**src/rtl/hbus_pkg.sv**
```systemverilog
// Shared register-map constants for the host bus register interface.
// Assumes the status and mask registers occupy the lowest four addresses.
package hbus_pkg;
    localparam int STAT1_ADDR = 0;   // status register A
    localparam int STAT2_ADDR = 1;   // status register B
    localparam int MASK1_ADDR = 2;   // mask for status A
    localparam int MASK2_ADDR = 3;   // mask for status B
    localparam int RW_BASE    = 2;   // first host-writable address
    localparam int CTRL_BASE  = 4;   // first address exported on ctrl_o
endpackage

```
**src/rtl/hbus_addr_latch.sv**
```systemverilog
// Captures the register address from the shared bus while the latch strobe
// is high. Assumes the caller passes only the decoded low address bits.
module hbus_addr_latch #(
    parameter int ADDR_W = 6
) (
    input  logic              clk,
    input  logic              rst_n,
    input  logic              ale,
    input  logic [ADDR_W-1:0] ad_lo,
    output logic [ADDR_W-1:0] addr_q
);
    // Hold the address between strobes.
    always_ff @(posedge clk) begin
        if (!rst_n)   addr_q <= '0;
        else if (ale) addr_q <= ad_lo;
    end
endmodule

```
**src/rtl/hbus_stat_reg.sv**
```systemverilog
// One sticky status register. Event bits set it. At the end of a host read,
// it clears the bits that were present at the last read edge. Assumes rd_hit
// is high on each clock edge of a read aimed at this register.
module hbus_stat_reg #(
    parameter int DATA_W = 8
) (
    input  logic              clk,
    input  logic              rst_n,
    input  logic [DATA_W-1:0] set_i,
    input  logic              rd_hit,
    output logic [DATA_W-1:0] stat_q
);
    logic [DATA_W-1:0] pend_q;   // bits returned by the ongoing read
    logic              hit_q;    // read was active at the previous edge

    // Track the read and the snapshot of bits it returned.
    always_ff @(posedge clk) begin
        if (!rst_n) begin
            hit_q  <= 1'b0;
            pend_q <= '0;
        end else begin
            hit_q <= rd_hit;
            if (rd_hit) pend_q <= stat_q;
        end
    end

    // Accumulate events, and drop the read snapshot when the read ends.
    always_ff @(posedge clk) begin
        if (!rst_n)                 stat_q <= '0;
        else if (hit_q && !rd_hit)  stat_q <= (stat_q & ~pend_q) | set_i;
        else                        stat_q <= stat_q | set_i;
    end
endmodule

```
**src/rtl/hbus_rw_bank.sv**
```systemverilog
// A contiguous bank of host-writable byte registers, flattened onto one
// vector. Assumes the bank starts at address BASE and holds COUNT registers.
module hbus_rw_bank #(
    parameter int DATA_W = 8,
    parameter int ADDR_W = 6,
    parameter int BASE   = 2,
    parameter int COUNT  = 58
) (
    input  logic                    clk,
    input  logic                    rst_n,
    input  logic                    we_i,
    input  logic [ADDR_W-1:0]       addr_i,
    input  logic [DATA_W-1:0]       wdata_i,
    output logic [COUNT*DATA_W-1:0] regs_o
);
    for (genvar g = 0; g < COUNT; g++) begin : g_reg
        logic [DATA_W-1:0] r_q;
        // Store write data when this register is addressed.
        always_ff @(posedge clk) begin
            if (!rst_n)
                r_q <= '0;
            else if (we_i && (addr_i == ADDR_W'(BASE + g)))
                r_q <= wdata_i;
        end
        assign regs_o[g*DATA_W +: DATA_W] = r_q;
    end
endmodule

```
**src/rtl/hbus_regfile.sv**
```systemverilog
// Host register interface: address latch, read/write decode, two sticky
// status registers with masks, control registers, and the interrupt outputs.
// Assumes a bus model synchronous to clk and 4 <= NUM_REGS <= 2**ADDR_W.
module hbus_regfile
    import hbus_pkg::*;
#(
    parameter int DATA_W   = 8,
    parameter int ADDR_W   = 6,
    parameter int NUM_REGS = 60
) (
    input  logic                                clk,
    input  logic                                rst_n,
    input  logic                                cs_n,
    input  logic                                ale,
    input  logic                                rd_n,
    input  logic                                wr_n,
    input  logic [DATA_W-1:0]                   ad_in,
    output logic [DATA_W-1:0]                   ad_out,
    output logic                                ad_oe,
    input  logic [DATA_W-1:0]                   stat1_set,
    input  logic [DATA_W-1:0]                   stat2_set,
    output logic [(NUM_REGS-CTRL_BASE)*DATA_W-1:0] ctrl_o,
    output logic                                irq1_n,
    output logic                                irq2_n
);
    localparam int RW_COUNT = NUM_REGS - RW_BASE;
    localparam int CTRL_LO  = (CTRL_BASE - RW_BASE) * DATA_W;

    logic [ADDR_W-1:0]          addr_q;
    logic                       rd_act;
    logic                       wr_en;
    logic [RW_COUNT*DATA_W-1:0] rw_flat;
    logic [DATA_W-1:0]          stat1_v, stat2_v, mask1_v, mask2_v;
    logic [DATA_W-1:0]          rd_val;

    assign rd_act = !cs_n && !rd_n;
    assign wr_en  = !cs_n && !wr_n && !ale;

    hbus_addr_latch #(.ADDR_W(ADDR_W)) u_alat (
        .clk(clk), .rst_n(rst_n), .ale(ale),
        .ad_lo(ad_in[ADDR_W-1:0]), .addr_q(addr_q)
    );

    hbus_stat_reg #(.DATA_W(DATA_W)) u_stat1 (
        .clk(clk), .rst_n(rst_n), .set_i(stat1_set),
        .rd_hit(rd_act && (addr_q == ADDR_W'(STAT1_ADDR))), .stat_q(stat1_v)
    );

    hbus_stat_reg #(.DATA_W(DATA_W)) u_stat2 (
        .clk(clk), .rst_n(rst_n), .set_i(stat2_set),
        .rd_hit(rd_act && (addr_q == ADDR_W'(STAT2_ADDR))), .stat_q(stat2_v)
    );

    hbus_rw_bank #(
        .DATA_W(DATA_W), .ADDR_W(ADDR_W), .BASE(RW_BASE), .COUNT(RW_COUNT)
    ) u_bank (
        .clk(clk), .rst_n(rst_n), .we_i(wr_en), .addr_i(addr_q),
        .wdata_i(ad_in), .regs_o(rw_flat)
    );

    assign mask1_v = rw_flat[(MASK1_ADDR-RW_BASE)*DATA_W +: DATA_W];
    assign mask2_v = rw_flat[(MASK2_ADDR-RW_BASE)*DATA_W +: DATA_W];
    assign ctrl_o  = rw_flat[RW_COUNT*DATA_W-1:CTRL_LO];

    // Select the addressed register; unmapped addresses give zero.
    always_comb begin
        rd_val = '0;
        if (addr_q == ADDR_W'(STAT1_ADDR)) rd_val = stat1_v;
        if (addr_q == ADDR_W'(STAT2_ADDR)) rd_val = stat2_v;
        for (int k = 0; k < RW_COUNT; k++) begin
            if (addr_q == ADDR_W'(RW_BASE + k)) rd_val = rw_flat[k*DATA_W +: DATA_W];
        end
    end

    assign ad_oe  = rd_act;
    assign ad_out = rd_act ? rd_val : '0;
    assign irq1_n = ~|(stat1_v & mask1_v);
    assign irq2_n = ~|(stat2_v & mask2_v);
endmodule

```
**config.mk**
```make
export PLATFORM = sky130hd
export DESIGN_NAME = hbus_regfile
export DESIGN_NICKNAME = d
export VERILOG_FILES = /design/src/rtl/hbus_pkg.sv /design/src/rtl/hbus_addr_latch.sv /design/src/rtl/hbus_stat_reg.sv /design/src/rtl/hbus_rw_bank.sv /design/src/rtl/hbus_regfile.sv
export SDC_FILE = /design/constraint.sdc
export NUM_CORES = 1
export LEC_CHECK = 0
export BUFFER_PORTS_ARGS = -buffer_cell sky130_fd_sc_hd__buf_2
export CAP_MARGIN = 20
export CORE_UTILIZATION = 54
export CTS_CLUSTER_SIZE = 40
export DETAILED_ROUTE_END_ITERATION = 8
export PLACE_DENSITY = 0.88
export SYNTH_ARGS = -nofsm -noshare
export SYNTH_HDL_FRONTEND = slang
export SYNTH_SLANG_ARGS = --single-unit
```
**constraint.sdc**
```tcl
create_clock -name clk -period 2.8 [get_ports clk]
set_input_delay 0.56 -clock clk [delete_from_list [all_inputs] [get_ports clk]]
set_output_delay 0.56 -clock clk [all_outputs]
set_load 0.01 [all_outputs]
```
==> results.toml <==
[cells_and_area]
multi_input_area_sq_um = 13220
drive_gt1_share_pct = 29.21
layout.nets = 3934
n_fill_cell = 4124
finish.utilization_pct = 65.13
mostFrequentLayoutCells = "nand2_1, a21oi_1, dfxtp_1"
seqCellArea_sq_um = 10110
area_growth_pct = 18.17
layout_commonest_cell = "nand2_1"
finalInstanceArea_sq_um = 32140

[yosys]
ys_ff_latch = 504
yosysSeqAreaShare_pct = 37.09
synth_cells = 3655
async_flop_share_pct = 0
synth_ff_type = "dfxtp_1"
syn_avg_cell_area_sq_um = 7.442
synthesis.area_sq_um = 27200
syn-num-nets = 3685
ys_types = 86
synth_edf_count = 0
yosysWarnings = 0

[critical_path]
path_cells = "buf_12, buf_4, mux2_2, o221ai_1, o211ai_1, a211oi_1, and4b_2, nor3_4, buf_2"
end_kind = "output pin"
crit_fanout = 12
cp-start-kind = "flop"
path_class = "reg -> out"
worstPathRequired_ns = 2.24
crit_path_top_delay_cell = "dfxtp_4"
max_stage_delay_ns = 0.49
arrival_ns = 3.24

[clocking]
cts_tree = "yes"
numCtsBuffers = 50
clock-root-buffer = "clkbuf_16"
clk_latency_ns = 0.61
cts.hold.buffers_added = 0
cts_sinks = 504
clock_path_buffers = 3
cts-htree-levels = 2
cts.clk_slew.worst_paths_ns = 0.07

[global_routing]
grt_antenna_before_repair = 7
grt_pass1_wl_mm = 172.3
grt_max_degree = 82
overflow = 0
use_met2_pct = 64.38
first_global_vias = 26510
grtUsageMet3_pct = 15.21
grtUsageMet1_pct = 58.59
top_usage_layer = "met2"
grtUsageTotal_pct = 45.16

[sta]
hold_viol_final = 0
grt_setup_unrepaired = "true"
report.final.slew_viol_count = 0
worst_pin_slew_ns = 0.6652
setup_slack_ns = -0.9992
finalSetupTns_ns = -7.482
final.min_clock_period_ns = 3.799
slew_headroom_pct = 55.49
fin_skew_ns = 0.01263
fmax_mhz = 263.2
period_share_pct = 135.7
finalSetupViolations = 8

[power]
swShare_pct = 25.64
p_leak_uw = 0.01293
vdd_ir_drop_max_mv = 0.3959
pwr-share-comb_pct = 10.8
power_switching_uw = 4106
power_frac_seq_pct = 45.2
total_power_uw = 16010
p_clk_share_pct = 44.0
power_density_nw_per_um2 = 498.2
p_int_uw = 11910

[placed_design]
io_buffers = 488
gp_congestion = 1.072
dp_hpwl_mm = 86.43
place_area_sq_um = 29230
dp_worst_setup_slack_ns = -0.7869

[route]
ant_nets = 0
wl_per_cell_um = 26.19
drc = 0
dr.pass1.iters = 7
via_per_inst = 6.426
vias = 29620
totalWireLength_mm = 120.8
drtIter0Drc = 5007

[outcome]
status = "finished, violations left"
violations = "negative setup slack"

[floorplanning]
initial_utilization_pct = 55.11
die_w_um = 226.4
die_h_um = 226.4
core_area_sq_um = 49360
rows = 81
die-area_sq_um = 51270
boundaryPins = 489

[min_path]
hold_path.class = "in -> reg"

[run]
cap_viol_max_count = 0
## power groups by stage
| stage | combinational [uW] | clock [uW] | sequential (uW) |
|---|---|---|---|
| after floorplan | 767 | 0 | 7380 |
| after global placement | 1430 | 0 | 7400 |
| after detailed placement | 1430 | 0 | 7400 |
| after CTS | 1610 | 6980 | 7240 |
| after global routing | 1740 | 7270 | 7240 |
| final | 1720 | 7040 | 7250 |
## layout make-up
type,instances,area share (%)
tap,664,2.585
antenna,5,0.03893
inverter,8,0.1168
multi-input combinational,2440,41.12
sequential,504,31.46
timing repair buffer,900,19.45
clock inverter,15,0.5839
clock buffer,74,4.644
## cell usage after synthesis, drive strengths merged (6+ instances only)
cell     count  area share [%]
dfxtp      504              37
a211oi      23            0.63
inv          8            0.11
nand2     1066              15
a221oi       7            0.23
buf        555              15
a31oi       25            0.58
and3        11            0.25
nand2b       8            0.18
o2bb2ai      7            0.23
o21ai       97             1.8
a21oi      544              10
nor2       175             2.4
nor2b       10            0.23
o221ai      12            0.39
nand4b       7            0.23
mux4        11            0.91
a21o         8            0.22
o211ai      13            0.36
mux2        28             1.2
a2111oi      9            0.32
o2111ai      8            0.26
o22ai       37            0.87
nor3        27            0.50
a22oi       37             1.0
and2         7            0.16
nand4bb      6            0.27
mux2i       92             3.4
clkbuf     148             2.0
nand3       53            0.98
a32oi       11            0.35
## logic make-up (layout without fill, tap and decap cells)
kind of cell	after synthesis	count (layout)	share of synthesized area, %
flip-flops	504	504	37.09
buffers and inverters	711	997	16.76
other	0	5	0
AO/OA/AOI/OAI	894	894	19.15
AND/OR/NAND/NOR	1415	1415	21.55
multiplexers	131	131	5.456
## state kept, by name, indices dropped and copies added (netlist names)
name	cells
u_stat2.hit_q	1
u_stat1.hit_q	1
u_bank.g.r_q	464
u_stat2.stat_q	8
u_stat2.pend_q	8
u_stat1.stat_q	8
u_alat.addr_q	6
u_stat1.pend_q	8
## per-layer routing
metal  vias up  wire length [um]
met5         -                21
met4         4              8664
met3       572             19630
met2      2814             49280
met1     13750             43150
li1      12480                 -
## through the flow
stage                     hold WS (ns)  std cells
final                           0.1579       4610
after global routing            0.1649       4606
after CTS                       0.1490       4600
after detailed placement        0.4592       4482
after global placement          0.4539       4482
after floorplan                 0.4408       3655
## path summary, 6_finish.rpt
kind	startpoint	cells past startpoint	slack, ns	end
setup reg to reg	u_alat.addr_q[1]	9	0.30	u_bank.g_reg[5].r_q[3]
setup / recovery	u_alat.addr_q[1]	9	-1.0	ad_out[5]
hold / removal	stat1_set[6]	3	0.16	u_stat1.stat_q[6]
hold reg to reg	u_bank.g_reg[50].r_q[2]	2	0.47	u_bank.g_reg[50].r_q[2]
## worst max-delay path: cells and delay by family, from the launching register on
| kind | cells | cell delay [ns] |
|---|---|---|
| flip-flops | 1 | 0.49 |
| multiplexers | 1 | 0.34 |
| buffers and inverters | 3 | 0.55 |
| AND/OR/NAND/NOR | 2 | 0.35 |
| AO/OA/AOI/OAI | 3 | 0.87 |
## what timing repair did
item,4_1_cts,5_1_grt
cloned,7,0
resized for setup,147,53
pin swaps,51,33
setup buffers,24,8
endpoints found under the setup margin,8,8
Power figures use the tool's default switching activity.
